**config.mk**
```make
export PLATFORM = sky130hd
export DESIGN_NAME = clksrc_picker
export DESIGN_NICKNAME = d
export VERILOG_FILES = /design/src/rtl/clksrc_pkg.sv /design/src/rtl/clksrc_stab_timer.sv /design/src/rtl/clksrc_first_latch.sv /design/src/rtl/clksrc_enable_dec.sv /design/src/rtl/clksrc_picker.sv
export SDC_FILE = /design/constraint.sdc
export NUM_CORES = 1
export LEC_CHECK = 0
export ABC_AREA = 1
export CAP_MARGIN = 20
export CORE_MARGIN = 5
export CORE_UTILIZATION = 49
export CTS_CLUSTER_SIZE = 8
export DETAILED_ROUTE_END_ITERATION = 10
export PLACE_DENSITY = 0.74
export SLEW_MARGIN = 10
export SYNTH_ARGS = -nofsm -noshare
export SYNTH_HDL_FRONTEND = slang
export SYNTH_SLANG_ARGS = --single-unit
```
**constraint.sdc**
```tcl
create_clock -name clk -period 2 [get_ports clk]
set_clock_uncertainty 0.2 [all_clocks]
set_input_delay 0.4 -clock clk [delete_from_list [all_inputs] [get_ports clk]]
set_output_delay 0.4 -clock clk [all_outputs]
set_load 0.05 [all_outputs]
```
**src/rtl/clksrc_pkg.sv**
```systemverilog
package clksrc_pkg;
  localparam int unsigned CLKSRC_DEF_WAIT = 256;
  localparam int unsigned CLKSRC_DEF_EXT  = 2;

  typedef enum logic {
    TMR_COUNTING = 1'b0,
    TMR_DONE     = 1'b1
  } tmr_state_e;
endpackage

```
**src/rtl/clksrc_stab_timer.sv**
```systemverilog
module clksrc_stab_timer
  import clksrc_pkg::*;
#(
  parameter int unsigned WAIT_CYCLES = CLKSRC_DEF_WAIT
) (
  input  logic clk,
  input  logic rst_n,
  output logic ready
);
  localparam int unsigned CNT_W = $clog2(WAIT_CYCLES + 1);
  localparam logic [CNT_W-1:0] LAST = CNT_W'(WAIT_CYCLES - 1);

  tmr_state_e       state;
  logic [CNT_W-1:0] cnt;

  always_ff @(posedge clk or negedge rst_n) begin
    if (!rst_n) begin
      state <= TMR_COUNTING;
      cnt   <= '0;
    end else if (state == TMR_COUNTING) begin
      if (cnt == LAST) begin
        state <= TMR_DONE;
      end else begin
        cnt <= cnt + CNT_W'(1);
      end
    end
  end

  assign ready = (state == TMR_DONE);


  ready_hold_chk: assert property (@(posedge clk) disable iff (!rst_n)
    ready |=> ready);


  count_step_chk: assert property (@(posedge clk) disable iff (!rst_n)
    (!ready && cnt != LAST) |=> (cnt == $past(cnt) + CNT_W'(1)));
endmodule

```
**src/rtl/clksrc_first_latch.sv**
```systemverilog
module clksrc_first_latch #(
  parameter int unsigned NUM_EXT = 2,
  parameter int unsigned SEL_W   = $clog2(NUM_EXT + 1)
) (
  input  logic               clk,
  input  logic               rst_n,
  input  logic [NUM_EXT-1:0] sel_cmd,
  output logic               locked,
  output logic [SEL_W-1:0]   code
);
  localparam int unsigned IDX_W = (NUM_EXT > 1) ? $clog2(NUM_EXT) : 1;

  logic             hit;
  logic [IDX_W-1:0] pick_idx;

  // lowest index wins: scan downward so the last match kept is the lowest
  always_comb begin
    hit      = |sel_cmd;
    pick_idx = '0;
    for (int i = NUM_EXT - 1; i >= 0; i--) begin
      if (sel_cmd[i]) pick_idx = IDX_W'(i);
    end
  end

  always_ff @(posedge clk or negedge rst_n) begin
    if (!rst_n) begin
      locked <= 1'b0;
      code   <= '0;
    end else if (!locked && hit) begin
      locked <= 1'b1;
      code   <= SEL_W'(pick_idx) + SEL_W'(1);
    end
  end


  lock_sticky_chk: assert property (@(posedge clk) disable iff (!rst_n)
    locked |=> (locked && $stable(code)));


  low_index_wins_chk: assert property (@(posedge clk) disable iff (!rst_n)
    (!locked && sel_cmd[0]) |=> (code == SEL_W'(1)));


  commit_chk: assert property (@(posedge clk) disable iff (!rst_n)
    (!locked && |sel_cmd) |=> locked);
endmodule

```
**src/rtl/clksrc_enable_dec.sv**
```systemverilog
module clksrc_enable_dec #(
  parameter int unsigned NUM_EXT = 2,
  parameter int unsigned SEL_W   = $clog2(NUM_EXT + 1)
) (
  input  logic               clk,
  input  logic               rst_n,
  input  logic               locked,
  input  logic [SEL_W-1:0]   code,
  output logic               en_onchip,
  output logic [NUM_EXT-1:0] en_ext,
  output logic [SEL_W-1:0]   clk_sel
);
  assign en_onchip = !locked;
  assign clk_sel   = locked ? code : '0;

  for (genvar g = 0; g < NUM_EXT; g++) begin : g_en
    assign en_ext[g] = locked && (code == SEL_W'(g + 1));
  end


  one_enable_chk: assert property (@(posedge clk) disable iff (!rst_n)
    $countones({en_ext, en_onchip}) == 1);


  onchip_default_chk: assert property (@(posedge clk) disable iff (!rst_n)
    en_onchip |-> (clk_sel == '0));
endmodule

```
**src/rtl/clksrc_picker.sv**
```systemverilog
module clksrc_picker
  import clksrc_pkg::*;
#(
  parameter int unsigned NUM_EXT     = CLKSRC_DEF_EXT,
  parameter int unsigned WAIT_CYCLES = CLKSRC_DEF_WAIT,
  parameter int unsigned SEL_W       = $clog2(NUM_EXT + 1)
) (
  input  logic               clk,
  input  logic               rst_n,
  input  logic [NUM_EXT-1:0] sel_cmd,
  output logic               en_onchip,
  output logic [NUM_EXT-1:0] en_ext,
  output logic [SEL_W-1:0]   clk_sel,
  output logic               locked,
  output logic               ready
);
  logic [SEL_W-1:0] code;

  clksrc_stab_timer #(.WAIT_CYCLES(WAIT_CYCLES)) u_timer (
    .clk   (clk),
    .rst_n (rst_n),
    .ready (ready)
  );

  clksrc_first_latch #(.NUM_EXT(NUM_EXT), .SEL_W(SEL_W)) u_latch (
    .clk     (clk),
    .rst_n   (rst_n),
    .sel_cmd (sel_cmd),
    .locked  (locked),
    .code    (code)
  );

  clksrc_enable_dec #(.NUM_EXT(NUM_EXT), .SEL_W(SEL_W)) u_dec (
    .clk       (clk),
    .rst_n     (rst_n),
    .locked    (locked),
    .code      (code),
    .en_onchip (en_onchip),
    .en_ext    (en_ext),
    .clk_sel   (clk_sel)
  );


  reset_state_chk: assert property (@(posedge clk)
    !rst_n |-> (!locked && !ready && en_onchip));
endmodule

```
==> summary.md <==
The run finished with clean final reports. The max-capacitance violation count is 0. The reg-to-reg setup timing slack is 0.08 ns, and the critical path's largest stage delay is 0.41 ns. The number of antenna violations at the first check in global routing is 0. The tools report the buffer cell driving the clock tree root as clkbuf_4.

Count of hold buffers inserted by post-cts repair: 0. The final critical path time including I/O delays and setup came out at 1.92 ns. After clock tree synthesis, the clock-pin slew on the worst setup and hold paths is 0.07 ns.

The congestion estimate from routability-driven global placement came to 0.783. The total half-perimeter wirelength after legalization and detailed placement was 966 um; the total iterations of the first detailed-routing run was 4. The tools report the origin of the critical flop-to-flop path as u_timer.cnt[0]$_DFFE_PN0P_.

Via count of the first global-routing pass: 539. Derived from the worst setup path, the maximum achievable clock frequency is 522 MHz. The worst-case reg-to-reg path depth was 10. The Yosys step of the flow raised 0 warnings. The clock buffer count from CTS is 3, and the count of distinct cell types in the synthesized netlist is 16. The clock reaches the later pin of the worst-skew pair after 0.27 ns. The analysis attributes to cell leakage a power of 0.434 nW. Among cell families on the critical path, the largest total delay comes from simple AND/OR/NAND/NOR gates. The per-instance average area after synthesis is 8.34 sq um, and the worst path required time is 1.96 ns. The floorplan step defined a die boundary enclosing 2160 sq um. Once the floorplan was initialized, standard cells occupied 50.6% of the core. The tools report the kind of capture point of the worst setup path as a register. The clock passes through at most 2 buffers. Sorting the synthesized cells by area gives the leading types as dfrtp_1, nand2_1, inv_1. The fraction of final layout cells with drive strength greater than 1 was 24.2%.

The buffering stage count on the worst path with inverters included was 1; the top-area cell type share of the netlist area was 50.0%. The tools report the post-synthesis instance area as 651 sq um. The cell type with the largest total area after synthesis is dfrtp_1.

For this block, the initial DRC count from the detailed router was 4. The run gives 13 as the number of sinks on the clock net. The remaining antenna violation count after routing was 0. STA classifies the critical path startpoint as a register. In this run the critical register-to-register path is captured at u_timer.cnt[2]$_DFFE_PN0P_.

For the worst setup path, the data arrival time is 1.88 ns. In this run the vertical extent of the chip is 46.4 um. For the max-slew violation count, the log shows 0. The overall power consumption is 456 uW, and the average wire per cell in the routed design is 11.5 um. The area growth from synthesis to layout is 35.0%. Before CTS, the worst setup slack after placement is 0.0664 ns. The type of the worst setup path is register to register. Walking the worst path, the cells encountered are ha_2 > nand3_2 > nor2_2 > nand2_1 > nor2_1 > ha_2 > buf_4 > nor2_4 > nand2_1 > xnor2_1.

The vias after detailed routing was 535. Path class of the lowest-slack min-delay path: input pin to async pin. After layout, the worst setup slack is 0.0840 ns. Synthesis produced 78 cells. For this block, the routed nets add up to 1270 um of wire. The standard-cell row count was 13; the top-level I/O count was 11.

For this run, the share of the core covered by cells in the final layout is 68.4%. The worst-path maximum fanout was 7. Master of the slowest instance on the critical path: dfrtp_1.

The tools report the maximum number of pins on one net before global-route repair as 14. In this run the tool buffered the top-level ports with 10 buffer cells. Sequential elements use 50.0% of the synthesized area. 0 antenna diodes ended up in the layout. The first global-routing pass estimated 2230 um of wire. The highest ir drop seen on vdd was 0.421 mV. Of all flip-flops after synthesis, the portion carrying an async set or reset was 100%. After synthesis the netlist holds a flip-flop and latch count of 13. The floorplan step defined a core boundary enclosing 1280 sq um. The tools report the start point of the critical path as u_timer.cnt[0]$_DFFE_PN0P_.

The most used flip-flop cell after synthesis is dfrtp_1. When the netlist entered floorplanning its net count stood at 84. The commonest cells after synthesis are nand2_1, dfrtp_1, inv_1. For this run the aggregate overflow at the end of global routing stands at 0. The level count of the clock H-tree is 1, and the slew at the pin with the worst max-slew slack is 0.572 ns. The final critical path takes up 95.8% of the cycle. The number of vias per cell is 4.86, and the count of final hold-check violations is 0.

The power per cell area is 519 nW/um^2, and the setup violation total in the final timing report is 0. Fill cells in the final layout number 101. The number of design rule violations left after detail routing was 0; the die boundary width was 46.4 um. The synthesized design contains 0 enable-type register cells. TritonCTS built the clock tree. nand2_1 is the most common cell in the netlist.

The final net count was 102; the relative slew slack was 61.8%. Global routing used 14.9% of the available tracks across all layers.
[placed cells by master, fill, tap and decap left out, types with 2 or more instances in the layout]
master,count
nor2_1,3
clkdlybuf4s50_1,3
nor2_2,4
o21ai_0,2
dfrtp_1,13
clkbuf_4,3
inv_1,11
nor2_4,2
buf_12,5
ha_2,2
nand3b_1,2
nand2_1,28
nand3_1,4
buf_4,5
[cells by family (layout without fill, tap and decap cells)]
logic type / Yosys count / after routing / synth area share, %
simple gates: 46 / 46 / 33.3
flops: 13 / 13 / 50.0
buf+inv: 11 / 28 / 6.35
xor+xnor: 2 / 2 / 2.69
fa+ha+maj: 2 / 2 / 3.85
compound gates: 4 / 4 / 3.85
[per-stage QoR]
step                      instances  hold slack, ns  setup TNS [ns]  cell area [sq um]
after CTS                       107           0.308               0                846
after floorplan                  78         -0.0956               0                656
after global placement          103           0.269               0                820
after detailed placement        103           0.299               0                820
after global routing            110           0.331          -0.188                878
final                           110           0.288               0                878
[worst max-delay path by stage]
stage                                       endpoint  slack, ns  cells past startpoint
final                     u_timer.cnt[2]$_DFFE_PN0P_       0.08                     10
after global routing      u_timer.cnt[5]$_DFFE_PN0P_      -0.06                     11
after CTS                 u_timer.cnt[5]$_DFFE_PN0P_       0.03                     11
after detailed placement  u_timer.cnt[7]$_DFFE_PN0P_       0.07                     11
after global placement    u_timer.cnt[5]$_DFFE_PN0P_       0.11                     11
after floorplan                            en_ext[0]       0.14                      2
[power by group]
| part | leakage [nW] | switching, mW | total, mW | internal, mW |
|---|---|---|---|---|
| Combinational | 0.261 | 0.0173 | 0.0322 | 0.0149 |
| Sequential | 0.158 | 0.000981 | 0.265 | 0.264 |
| Clock | 0.0150 | 0.0815 | 0.159 | 0.0774 |
[registers in the layout, indices dropped and copies added, names as in the netlist]
register        cells
u_timer.cnt         9
u_latch.code        2
u_latch.locked      1
u_timer.ready       1
[layout make-up]
type,instances,area [sq um],area share (%)
Sequential cell,13,325,37.0
Multi-Input combinational cell,54,299,34.0
Timing Repair Buffer,13,168,19.1
Inverter,11,41.3,4.70
Clock buffer,4,26.3,2.99
Tap cell,15,18.8,2.14
[metal layers]
metal  vias to the layer above  wire, um  global-route usage (%)
li1                        276         -                       -
met1                       242       497                    17.4
met2                        12       683                    24.7
met3                         5        50                    3.52
met4                         0        36                    8.52
met5                         -         0                       0
[repair_timing]
item / in CTS / in global routing
gates resized for setup: 0 / 3
buffers inserted: 0 / 3
endpoints found under the setup margin: 0 / 8
Note: power is estimated with default switching activity, not from simulation.
